## src/rtl/msi_agg_pkg.sv

```systemverilog
package msi_agg_pkg;

  localparam int WORD_W = 32;

  // Register slots, one per 32-bit word, in offset order.
  typedef enum logic [2:0] {
    SLOT_REQ   = 3'd0,
    SLOT_MASK  = 3'd1,
    SLOT_PEND  = 3'd2,
    SLOT_CTRL  = 3'd3,
    SLOT_DADDR = 3'd4,
    SLOT_VER   = 3'd5
  } slot_e;

  localparam int NUM_SLOTS    = 6;
  localparam int ERR_FLAG_BIT = 0;
  localparam int ALIGN_LSBS   = 5;

  // A mask value is taken when it stays inside the implemented set,
  // or when it is the all-ones value.
  function automatic logic mask_accept(input logic [WORD_W-1:0] v,
                                       input logic [WORD_W-1:0] impl);
    return ((v & ~impl) == '0) || (v == {WORD_W{1'b1}});
  endfunction

endpackage

```

## src/rtl/msi_edge_det.sv

```systemverilog
module msi_edge_det #(
  parameter int          NUM_LINES = 32,
  parameter logic [31:0] IMPL_BITS = 32'h0000_FFFF
) (
  input  logic                 clk,
  input  logic                 rst,
  input  logic [NUM_LINES-1:0] lines,
  output logic [31:0]          rise
);

  genvar i;
  generate
    for (i = 0; i < 32; i++) begin : g_bit
      if (i < NUM_LINES && IMPL_BITS[i]) begin : g_live
        logic prev_q;
        always_ff @(posedge clk) begin
          if (rst) prev_q <= 1'b0;
          else     prev_q <= lines[i];
        end
        assign rise[i] = lines[i] & ~prev_q;
      end else begin : g_dead
        assign rise[i] = 1'b0;
      end
    end
  endgenerate

endmodule

```

## src/rtl/msi_regbank.sv

```systemverilog
module msi_regbank
  import msi_agg_pkg::*;
#(
  parameter int          AW        = 8,
  parameter logic [31:0] IMPL_BITS = 32'h0000_FFFF,
  parameter logic [31:0] DADDR_RST = 32'hFFFB_0003
) (
  input  logic              clk,
  input  logic              rst,
  input  logic [AW-1:0]     addr,
  input  logic              rd,
  input  logic              wr,
  input  logic [WORD_W-1:0] wdata,
  output logic [WORD_W-1:0] rdata,
  output logic              err,
  input  logic [WORD_W-1:0] rise,
  output logic [WORD_W-1:0] mask_o,
  output logic [WORD_W-1:0] daddr_o,
  output logic              bus_err_o
);

  localparam int IDXW = AW - 2;

  logic [IDXW-1:0]   idx;
  logic              hit;
  slot_e             sel;
  logic [WORD_W-1:0] req_q, mask_q, pend_q, daddr_q, rd_mux;
  logic              flag_q;
  logic              wr_req, wr_mask, wr_pend, wr_ctrl, wr_daddr, rd_pend;

  assign idx = addr[AW-1:2];
  assign hit = (addr[1:0] == 2'b00) && (idx < IDXW'(NUM_SLOTS));
  assign sel = slot_e'(idx[2:0]);

  assign wr_req   = wr && hit && (sel == SLOT_REQ);
  assign wr_mask  = wr && hit && (sel == SLOT_MASK);
  assign wr_pend  = wr && hit && (sel == SLOT_PEND);
  assign wr_ctrl  = wr && hit && (sel == SLOT_CTRL);
  assign wr_daddr = wr && hit && (sel == SLOT_DADDR);
  assign rd_pend  = rd && hit && (sel == SLOT_PEND);

  always_comb begin
    rd_mux = '0;
    unique case (sel)
      SLOT_REQ:   rd_mux = req_q;
      SLOT_MASK:  rd_mux = mask_q;
      SLOT_PEND:  rd_mux = pend_q;
      SLOT_CTRL:  rd_mux[ERR_FLAG_BIT] = flag_q;
      SLOT_DADDR: rd_mux = daddr_q;
      default:    rd_mux = '0;
    endcase
  end

  always_ff @(posedge clk) begin
    if (rst) begin
      req_q   <= '0;
      mask_q  <= '0;
      pend_q  <= '0;
      flag_q  <= 1'b0;
      daddr_q <= DADDR_RST;
      rdata   <= '0;
      err     <= 1'b0;
    end else begin
      req_q  <= (req_q & ~(wr_req ? wdata : '0)) | rise;
      pend_q <= ((rd_pend || wr_pend) ? '0 : pend_q) | rise;
      if (wr_mask && mask_accept(wdata, IMPL_BITS)) mask_q <= wdata;
      if (wr_ctrl)  flag_q  <= wdata[ERR_FLAG_BIT];
      if (wr_daddr) daddr_q <= wdata;
      err <= (rd || wr) && !hit;
      if (rd) rdata <= hit ? rd_mux : '0;
    end
  end

  assign mask_o    = mask_q;
  assign daddr_o   = daddr_q;
  assign bus_err_o = flag_q;

  assert_pend_clear_R2: assert property (@(posedge clk) disable iff (rst)
    $past(rd_pend || wr_pend) |-> pend_q == $past(rise));

  assert_mask_reject_R5: assert property (@(posedge clk) disable iff (rst)
    $past(wr_mask && !mask_accept(wdata, IMPL_BITS)) |-> mask_q == $past(mask_q));

  assert_ctrl_read_R9: assert property (@(posedge clk) disable iff (rst)
    $past(rd && hit && sel == SLOT_CTRL) |-> rdata[WORD_W-1:1] == '0);

  assert_version_zero_R11: assert property (@(posedge clk) disable iff (rst)
    $past(rd && hit && sel == SLOT_VER) |-> rdata == '0);

  assert_err_resp_R12: assert property (@(posedge clk) disable iff (rst)
    $past((rd || wr) && !hit) |-> err);

endmodule

```

## src/rtl/msi_deliver.sv

```systemverilog
module msi_deliver
  import msi_agg_pkg::*;
(
  input  logic              clk,
  input  logic              rst,
  input  logic [WORD_W-1:0] rise,
  input  logic [WORD_W-1:0] mask,
  input  logic [WORD_W-1:0] daddr,
  input  logic              bus_err,
  output logic              m_valid,
  input  logic              m_ready,
  output logic [WORD_W-1:0] m_addr,
  output logic [WORD_W-1:0] m_data
);

  logic owed_q;
  logic want, launch;

  assign want   = |(rise & mask);
  assign launch = !m_valid && owed_q && !bus_err;

  always_ff @(posedge clk) begin
    if (rst) begin
      owed_q  <= 1'b0;
      m_valid <= 1'b0;
      m_addr  <= '0;
      m_data  <= '0;
    end else begin
      owed_q <= (owed_q && !launch) || (want && !bus_err);
      if (m_valid && m_ready) begin
        m_valid <= 1'b0;
      end else if (launch) begin
        m_valid <= 1'b1;
        m_addr  <= {daddr[WORD_W-1:ALIGN_LSBS], {ALIGN_LSBS{1'b0}}};
        m_data  <= {{(WORD_W-ALIGN_LSBS){1'b0}}, daddr[ALIGN_LSBS-1:0]};
      end
    end
  end

  assert_addr_form_R6: assert property (@(posedge clk) disable iff (rst)
    $rose(m_valid) |-> m_addr == {$past(daddr[WORD_W-1:ALIGN_LSBS]), {ALIGN_LSBS{1'b0}}});

  assert_hold_R7: assert property (@(posedge clk) disable iff (rst)
    m_valid && !m_ready |=> m_valid && $stable(m_addr) && $stable(m_data));

  assert_no_launch_R8: assert property (@(posedge clk) disable iff (rst)
    $rose(m_valid) |-> !$past(bus_err));

endmodule

```

## src/rtl/msi_irq_agg.sv

```systemverilog
module msi_irq_agg #(
  parameter int          NUM_LINES = 32,
  parameter logic [31:0] IMPL_BITS = 32'h0000_FFFF,
  parameter int          AW        = 8,
  parameter logic [31:0] DADDR_RST = 32'hFFFB_0003
) (
  input  logic                 clk,
  input  logic                 rst,
  input  logic [NUM_LINES-1:0] irq_lines,
  input  logic [AW-1:0]        reg_addr,
  input  logic                 reg_rd,
  input  logic                 reg_wr,
  input  logic [31:0]          reg_wdata,
  output logic [31:0]          reg_rdata,
  output logic                 reg_err,
  output logic                 m_valid,
  input  logic                 m_ready,
  output logic [31:0]          m_addr,
  output logic [31:0]          m_data
);

  logic [31:0] rise, mask, daddr;
  logic        bus_err;

  msi_edge_det #(.NUM_LINES(NUM_LINES), .IMPL_BITS(IMPL_BITS)) u_edge (
    .clk(clk), .rst(rst), .lines(irq_lines), .rise(rise)
  );

  msi_regbank #(.AW(AW), .IMPL_BITS(IMPL_BITS), .DADDR_RST(DADDR_RST)) u_regs (
    .clk(clk), .rst(rst), .addr(reg_addr), .rd(reg_rd), .wr(reg_wr),
    .wdata(reg_wdata), .rdata(reg_rdata), .err(reg_err), .rise(rise),
    .mask_o(mask), .daddr_o(daddr), .bus_err_o(bus_err)
  );

  msi_deliver u_dlv (
    .clk(clk), .rst(rst), .rise(rise), .mask(mask), .daddr(daddr),
    .bus_err(bus_err), .m_valid(m_valid), .m_ready(m_ready),
    .m_addr(m_addr), .m_data(m_data)
  );

endmodule

```

## config.mk

```make
export PLATFORM = sky130hd
export DESIGN_NAME = msi_irq_agg
export DESIGN_NICKNAME = d
export VERILOG_FILES = /design/src/rtl/msi_agg_pkg.sv /design/src/rtl/msi_edge_det.sv /design/src/rtl/msi_regbank.sv /design/src/rtl/msi_deliver.sv /design/src/rtl/msi_irq_agg.sv
export SDC_FILE = /design/constraint.sdc
export NUM_CORES = 1
export LEC_CHECK = 0
export ABC_AREA = 0
export BUFFER_PORTS_ARGS = -buffer_cell sky130_fd_sc_hd__buf_2
export CORE_ASPECT_RATIO = 1.1
export CORE_MARGIN = 2
export CORE_UTILIZATION = 45
export DETAILED_ROUTE_END_ITERATION = 8
export PLACE_DENSITY = 0.76
export SETUP_SLACK_MARGIN = 0.4
export SLEW_MARGIN = 20
export SYNTH_ARGS = -nofsm -noshare
export SYNTH_HDL_FRONTEND = slang
export SYNTH_HIERARCHICAL = 1
export SYNTH_SLANG_ARGS = --single-unit
```

## constraint.sdc

```tcl
create_clock -name clk -period 2.9 [get_ports clk]
set_input_delay 0.145 -clock clk [delete_from_list [all_inputs] [get_ports clk]]
set_output_delay 0.145 -clock clk [all_outputs]
set_load 0.005 [all_outputs]
```

## After elaboration in Yosys (flattened, before gate mapping)

Index checks and enable logic that the tools add are counted.

- Register bits: 212
- Bits in latches: 0
- Bits in writable memories: 0
- ROM bits: 0
- Output and inout port bits: 98
- Logic and storage cells: 106
- Memories: 0

- Add/sub/neg operators: 0
- $mul: 0
- Div/mod/pow operators: 0
- Magnitude comparators: 1
- Eq/ne operators: 5
- Shifts and indexed selects: 0
- Muxes and demuxes: 5
- Bitwise logic cells: 38
- Reductions and logical operators: 30

Operators by type and width:

| kind | number |
|---|---|
| one-hot mux 31 bit (4 select lines) | 1 |
| 2-to-1 mux 32 bit | 3 |
| OR 32 x 16 -> 32 bit | 2 |
| AND 16 x 32 -> 32 bit | 1 |
| AND 32 bit | 1 |
| equality test 32 bit (second input constant) | 1 |
| logical NOT 32 bit | 1 |
| NOT 32 bit | 1 |
| OR reduction 32 bit | 1 |
| NOT 1 bit | 17 |
| AND 1 bit | 16 |
| logical AND 1 bit | 16 |
| equality test 3 x 2 -> 1 bit (second input constant) | 2 |
| < comparator 6 x 3 -> 1 bit (second input constant) | 1 |
| one-hot mux 1 bit (5 select lines) | 1 |
| logical NOT 1 bit | 4 |
| logical OR 1 bit | 4 |
| equality test 3 x 1 -> 1 bit (second input constant) | 1 |
| equality test 3 bit (second input constant) | 1 |
| logical NOT 3 bit | 1 |
| logical NOT 2 bit | 1 |
| AND reduction 2 bit | 1 |
| OR reduction 2 bit | 1 |

## Depth between registers and ports, before layout

Gate-level depths: netlist (run 1).

- Depth in word-level cells: 8
- Mapped depth: 8
- Depth with buffers taken out: 5

## Modules after synthesis

The synthesis (run 1) kept the hierarchy.

Modules (own cells, without submodules):

| module | times used | cells each | area an instance (um^2) | seq. area each (um^2) |
|---|---|---|---|---|
| msi_regbank | 1 | 710 | 6301.0 | 3243.1 |
| msi_deliver | 1 | 202 | 1669.1 | 680.7 |
| msi_edge_det | 1 | 66 | 688.2 | 320.3 |

## Worst setup path after synthesis (run 1)

No wires, ideal clock.

- Path kind: input -> register
- Start point: input reg_addr[3]
- End point: register u_regs.mask_q[10], in the netlist u_regs/mask_o[10]
- Arrival: 1413 ps
- Slack: 1371 ps
- Stages: 7
- Cell sequence: buf_2 -> a21oi_1 -> and3_1 -> nand2_2 -> o21ba_2 -> buf_2 -> a22o_1

- Word-level cells in the longest chain between the ends: 5
- Elaborated cells on any way between the ends: 6
- Those cells by class: order compare (1); eq/ne (1); reduce/logical (4)

RTL lines:

| element | RTL line | source |
|---|---|---|
| start: declaration | msi_irq_agg.sv:10 | `input logic [AW-1:0] reg_addr,` |
| < comparator 6 x 3 -> 1 bit | msi_regbank.sv:32 | `assign hit = (addr[1:0] == 2'b00) && (idx < IDXW'(NUM_SLOTS));` |
| logical AND 1 bit | msi_regbank.sv:32 |  |
| logical AND 1 bit | msi_regbank.sv:36 | `assign wr_mask = wr && hit && (sel == SLOT_MASK);` |
| logical AND 1 bit (*) | msi_regbank.sv:36 |  |
| logical AND 1 bit (*) | msi_regbank.sv:66 | `if (wr_mask && mask_accept(wdata, IMPL_BITS)) mask_q <= wdata;` |
| end signal: assignment | msi_regbank.sv:66 |  |
| end: declaration | msi_regbank.sv:27 | `logic [WORD_W-1:0] req_q, mask_q, pend_q, daddr_q, rd_mux;` |

Every way passes the cells marked *; elsewhere a longest branch is shown, timed or not.
A chain may end at the register's enable or synchronous reset.

## Worst setup path in the final report (run 1)

- Start point: input reg_wdata[14]
- End point: register u_regs.mask_q[7], in the netlist u_regs/mask_o[7]

- Word-level cells in the longest chain between the ends: 3

RTL lines:

| element | RTL line | source |
|---|---|---|
| start: declaration | msi_irq_agg.sv:13 | `input logic [31:0] reg_wdata,` |
| equality test 32 bit | msi_agg_pkg.sv:23 | `return ((v & ~impl) == '0) \|\| (v == {WORD_W{1'b1}});` |
| logical OR 1 bit | msi_agg_pkg.sv:23 |  |
| logical AND 1 bit | msi_regbank.sv:66 |  |

No other way between the ends.

==> results of run 1 <==
==> per-stage QoR <==
| stage | power, uW | instance area (um2) |
|---|---|---|
| after global routing | 6450 | 10500 |
| after floorplan | 3360 | 8830 |
| after detailed placement | 3450 | 9280 |
| after global placement | 3440 | 9280 |
| final | 6250 | 10500 |
| after CTS | 6270 | 10500 |
==> layout make-up <==
type	instances	area [um2]	area share
tap	247	309	0.0295
clock inverter	6	57.6	0.00549
multi-input combinational	665	3810	0.363
inverter	31	116	0.0111
clock buffer	32	659	0.0629
timing repair buffer	196	1300	0.124
sequential	212	4240	0.405
==> flip-flops by register name (all words and copies together) (netlist names) <==
register and cells:
u_regs/err 1, u_regs/rdata 32, u_regs/pend_q 32, u_dlv/m_valid 1, u_edge/g_bit.g_live.prev_q 16, u_dlv/m_data 5
u_dlv/owed_q 1, u_regs/bus_err_o 1, u_regs/daddr_o 32, u_dlv/m_addr 27, u_regs/req_q 32, u_regs/mask_o 32
==> timing repair <==
item / in CTS / in global routing
hold buffers: 49 / 0
setup buffers: 0 / 0
hold endpoints to repair: 82 / 0
==> worst max-delay path, cell delays in order <==
cell	delay [ns]
dlygate4sd3_1	0.53
buf_2	0.18
nand4_1	0.12
nor4_2	0.43
a21oi_2	0.18
nor3_4	0.65
a22o_1	0.23
==> placed cells by master (no fill, tap or decap), drive strengths merged, types with 2 or more instances in the layout <==
cell	n
a21oi	115
nor2b	57
nand4	12
o22ai	31
nor3	3
clkbuf	32
a22o	47
a21o	16
buf	147
clkinv	4
mux2i	4
nand2	163
a22oi	16
and4	2
and2	3
a221oi	31
conb	48
nor3b	3
and2b	6
dlygate4sd3	49
nor2	69
o21ai	3
inv	31
nand3b	19
nor4	8
dfxtp	212
==> logic make-up after synthesis <==
group,Yosys count,synth area share
AOI/OAI and AO/OA,263,0.210
buffers and inverters,147,0.0929
DFF,212,0.490
muxes,4,0.00462
other,2,0.000867
and+or+nand+nor,350,0.201
==> power groups by stage <==
stage | logic (uW) | registers (uW) | clock network [uW]
after floorplan | 272 | 3080 | 0
after global placement | 354 | 3090 | 0
after detailed placement | 360 | 3090 | 0
after CTS | 414 | 3030 | 2820
after global routing | 464 | 3040 | 2940
final | 427 | 3030 | 2790
==> layer usage <==
layer	up-vias	track usage	routed length [um]
met4	0	0.0922	893
met5	-	0	0
li1	3581	-	-
met1	3625	0.319	10400
met3	64	0.0261	1730
met2	339	0.387	11400
==> synthesized netlist by cell type, types with 4 or more instances <==
| library cell | number | area, um2 |
|---|---|---|
| inv_1 | 31 | 116 |
| nor2b_1 | 50 | 313 |
| clkbuf_1 | 39 | 146 |
| mux2i_1 | 4 | 40.0 |
| buf_2 | 22 | 110 |
| a21oi_2 | 20 | 175 |
| nand2_1 | 162 | 608 |
| a221oi_1 | 31 | 272 |
| nand4_1 | 12 | 75.1 |
| a22oi_1 | 16 | 120 |
| nand3b_1 | 19 | 143 |
| nor2b_2 | 7 | 61.3 |
| nor4_1 | 5 | 31.3 |
| dfxtp_1 | 212 | 4240 |
| a22o_1 | 47 | 412 |
| a21o_1 | 16 | 120 |
| nor2_1 | 68 | 255 |
| buf_6 | 6 | 67.6 |
| a21oi_1 | 95 | 475 |
| o22ai_1 | 31 | 194 |
| buf_4 | 48 | 360 |
| and2b_2 | 6 | 52.6 |
==> final timing paths <==
| kind | from | to | slack, ns | cells past startpoint |
|---|---|---|---|---|
| setup / recovery | reg_wdata[14] | u_regs/mask_o[7] | 0.85 | 7 |
| hold / removal | reg_wr | u_regs/err | 0.03 | 3 |
| setup reg to reg | u_edge/g_bit[13].g_live.prev_q | u_dlv/owed_q | 1.27 | 5 |
| hold reg to reg | u_dlv/m_addr[28] | u_dlv/m_addr[28] | 0.46 | 2 |
==> flow_summary_export.csv, run 1 <==
group,metric,value,unit
outcome,run_status,"completed",
sta,max_slew_margin,0.501,
flow_run,cap_violations,0,
sta,skew,0.0199,ns
route,vias,7609,
floorplanning,core_area,19000,um2
route,drc_errors,0,
logic_synthesis,synth_flop_cell,"dfxtp_1",
global_route,grt_pass1_vias,7241,
placement,dpl_worst_slack,0.682,ns
route,wire_per_inst,17.6,um
logic_synthesis,netlist_area,8660,um2
clock_tree,cts_buffers,22,
route,dr.first_iter.drc_count,781,
global_route,grt_pass1_wl,38000,um
floorplanning,boundaryPins,175,
clock_tree,clk_latency,0.51,ns
route,drt_first_pass_iters,5,
sta,grt_setup_unrepaired,"false",
sta,fin_crit_sh,0.708,
sta,worst_slew_pin_slew,0.746,ns
route,drt-total-wl,24400,um
power,p_int,4830,uW
placement,dp_hpwl,16300,um
logic_synthesis,syn_inst,978,
power,power.share.clock,0.447,
power,pwr-share-seq,0.485,
logic_synthesis,synth-seq-cells,212,
logic_synthesis,yosys_warnings,6,
floorplanning,die_h,149,um
sta,setup-violations-final,0,
clock_tree,cts_root_buffer,"clkbuf_16",
worst_setup_path,worstSetupEndpointType,"register",
power,combPwrFrac,0.068,
sta,tns,0,ns
floorplanning,die_w,136,um
final_layout,drive_gt1_frac,0.198,
placement,dp.cells,1302,
sta,maxSlewViolCount,0,
global_route,gr-total-overflow,0,
power,netSwitchingFraction,0.228,
placement,placement.io_buffers,126,
placement,gp_congestion,0.858,
logic_synthesis,synth_edf_count,0,
route,vias_per_cell,5.48,
clock_tree,cts.clk_slew.worst_paths,0.06,ns
hold_path,hold_path_class,"primary input to register",
worst_setup_path,start_kind,"primary input",
global_route,antenna_found_initial,0,
final_layout,final_core_util,0.553,
logic_synthesis,ys_seq_area_frac,0.490,
sta,period_minus_slack,2.05,ns
final_layout,syn_to_final_growth,21.2,%
sta,fmax,0.487,GHz
worst_setup_path,worstSetupPathType,"primary input to register",
global_route,grt_use_total,0.236,
final_layout,nFillCells,1745,
power,ir_drop,0.358,mV
final_layout,post_layout_nonfiller_instances,1389,
worst_setup_path,arrival,2.49,ns
global_route,grt_max_degree,66,
floorplanning,dieArea,20400,um2
sta,hold_viol,0,
power,p_sw,1420,uW
power,powerDensity,596,nW/um2
logic_synthesis,synthArstFlopShare,0,
final_layout,fin_nets,1205,
clock_tree,cts_resized,0,
worst_setup_path,worst_ep_required_time,3.33,ns
clock_tree,cts_tree,"built",
power,p_leak,0.00437,uW
clock_tree,cts_buffer_depth,3,
worst_setup_path,critPathMaxFanout,16,
final_layout,insertedDiodeCount,0,
logic_synthesis,syn_area_per_cell,8.85,um2
clock_tree,cts_htree_levels,1,
floorplanning,fp-row-count,53,
floorplanning,start_util,0.457,
sta,hold_ws,0.0266,ns
clock_tree,cts.sink_count,212,
sta,finalWorstSetupSlack,0.847,ns
route,ant_nets,0,
logic_synthesis,synthDistinctLibCells,42,
No activity file was read; power rests on OpenSTA's default activity.
==> run 2: changes to the inputs <==
==> constraint.sdc (replaced) <==
create_clock -name clk -period 2.1 [get_ports clk]
set_input_delay 0.105 -clock clk [delete_from_list [all_inputs] [get_ports clk]]
set_output_delay 0.105 -clock clk [all_outputs]
set_load 0.005 [all_outputs]
==> run 2 against run 1 <==
Net effect:
- clock power grew 37%
- hold slack got worse by 0.010 ns
- sequential power increased by 38%
- critical path depth did not move
- critical endpoint is now u_regs/mask_o[9]
- largest power group unchanged
==> flow_summary_export.csv, run 2 (synthesis gave the netlist of run 1 again) <==
group,metric,value,unit
clock_tree,cts_root_buffer,"clkbuf_16",
global_route,grt_pass1_wl,38700,um
global_route,grt_pass1_vias,7152,
sta,hold_viol,0,
power,p_leak,0.00441,uW
floorplanning,core_area,19000,um2
final_layout,multiInputGateArea,3810,um2
sta,tns,0,ns
clock_tree,cts_htree_levels,1,
sta,hold_ws,0.0162,ns
clock_tree,cts_buffer_depth,3,
sta,fin_crit_sh,0.759,
final_layout,fin_nets,1213,
route,drt_first_pass_iters,5,
sta,worst_slew_pin_slew,0.616,ns
route,ant_nets,0,
floorplanning,start_util,0.457,
sta,setup-violations-final,0,
worst_setup_path,worstSetupEndpointType,"register",
sta,skew,0.00616,ns
global_route,gr-total-overflow,0,
power,ir_drop,0.484,mV
global_route,grt_max_degree,136,
route,wire_per_inst,18.0,um
global_route,antenna_found_initial,3,
route,vias_per_cell,5.49,
worst_setup_path,worstSetupPathType,"primary input to register",
floorplanning,die_h,149,um
clock_tree,clk_latency,0.49,ns
placement,placement.io_buffers,126,
flow_run,cap_violations,0,
placement,gp_congestion,0.832,
floorplanning,fp-row-count,53,
placement,dp_hpwl,16300,um
worst_setup_path,worst_ep_required_time,2.49,ns
sta,fmax,0.627,GHz
final_layout,layout_common_cells,"212 x dfxtp_1, 162 x nand2_1, 125 x buf_2, 95 x a21oi_1, 68 x nor2_1",
route,vias,7686,
sta,max_slew_margin,0.589,
global_route,grt_use_total,0.240,
floorplanning,boundaryPins,175,
sta,grt_setup_unrepaired,"false",
clock_tree,cts.clk_slew.worst_paths,0.06,ns
hold_path,hold_path_class,"primary input to register",
sta,maxSlewViolCount,0,
clock_tree,cts_tree,"built",
clock_tree,cts.sink_count,212,
route,dr.first_iter.drc_count,756,
final_layout,drive_gt1_frac,0.198,
final_layout,nFillCells,1689,
final_layout,final_common_cell,"dfxtp_1",
worst_setup_path,critPathMaxFanout,32,
clock_tree,cts_buffers,22,
route,drt-total-wl,25200,um
final_layout,regArea,4240,um2
power,powerDensity,811,nW/um2
worst_setup_path,start_kind,"primary input",
floorplanning,dieArea,20400,um2
sta,period_minus_slack,1.59,ns
worst_setup_path,arrival,1.98,ns
route,drc_errors,0,
final_layout,syn_to_final_growth,22.6,%
outcome,run_status,"completed",
floorplanning,die_w,136,um
clock_tree,postCtsSetupRepairBufs,0,
-- run 2: stage by stage --
stage          total power (uW)  instances  instance area, um2  worst slack (ns)   util
2_1_floorplan              4630       1024                8830             0.611      -
3_3_place_gp               4760       1306                9360             0.273  0.494
3_5_place_dp               4770       1306                9360             0.252  0.494
4_1_cts                    8630       1395               10600             0.423  0.559
5_1_grt                    8860       1398               10600             0.454  0.559
6_report                   8610       1399               10600             0.506  0.560
-- run 2: final cells by class --
class                           count  area share
Sequential cell                   212       0.400
Multi-Input combinational cell    665       0.359
Timing Repair Buffer              204       0.134
Clock buffer                       33      0.0625
Tap cell                          247      0.0291
Inverter                           31      0.0110
Clock inverter                      3     0.00377
Antenna cell                        4    0.000943
-- run 2: worst paths after layout --
kind	cells past startpoint	startpoint	slack, ns	to
setup / recovery	7	reg_wdata[7]	0.51	u_regs/mask_o[9]
hold reg to reg	2	u_dlv/m_addr[22]	0.46	u_dlv/m_addr[22]
setup reg to reg	5	u_edge/g_bit[13].g_live.prev_q	0.56	u_dlv/owed_q
hold / removal	4	reg_wdata[9]	0.02	u_regs/req_q[9]
-- run 2: what timing repair did --
item | 4_1_cts | 5_1_grt
hold buffers | 53 | 0
hold endpoints to repair | 96 | 0
endpoints found under the setup margin | 0 | 32
resized for setup | 0 | 1
-- run 2: critical path: stages --
cell and delay, ns:
dlygate4sd3_1 0.53, buf_2 0.16, nand4_1 0.10, nor4_2 0.25
a21oi_2 0.17, o21ba_4 0.38, a22o_1 0.28
-- run 2: layer usage --
metal	track usage	routed length (um)	share of wire	vias up
met1	0.326	10500	0.42	3599
met4	0.0917	857	0.034	0
met5	0	0	0	-
met2	0.384	11600	0.46	414
li1	-	-	-	3607
met3	0.0359	2220	0.088	66
-- run 2: where the power goes --
group,switching [uW],internal (uW)
clock,1530,2280
combinational,357,252
sequential,54.4,4130
total,1940,6670
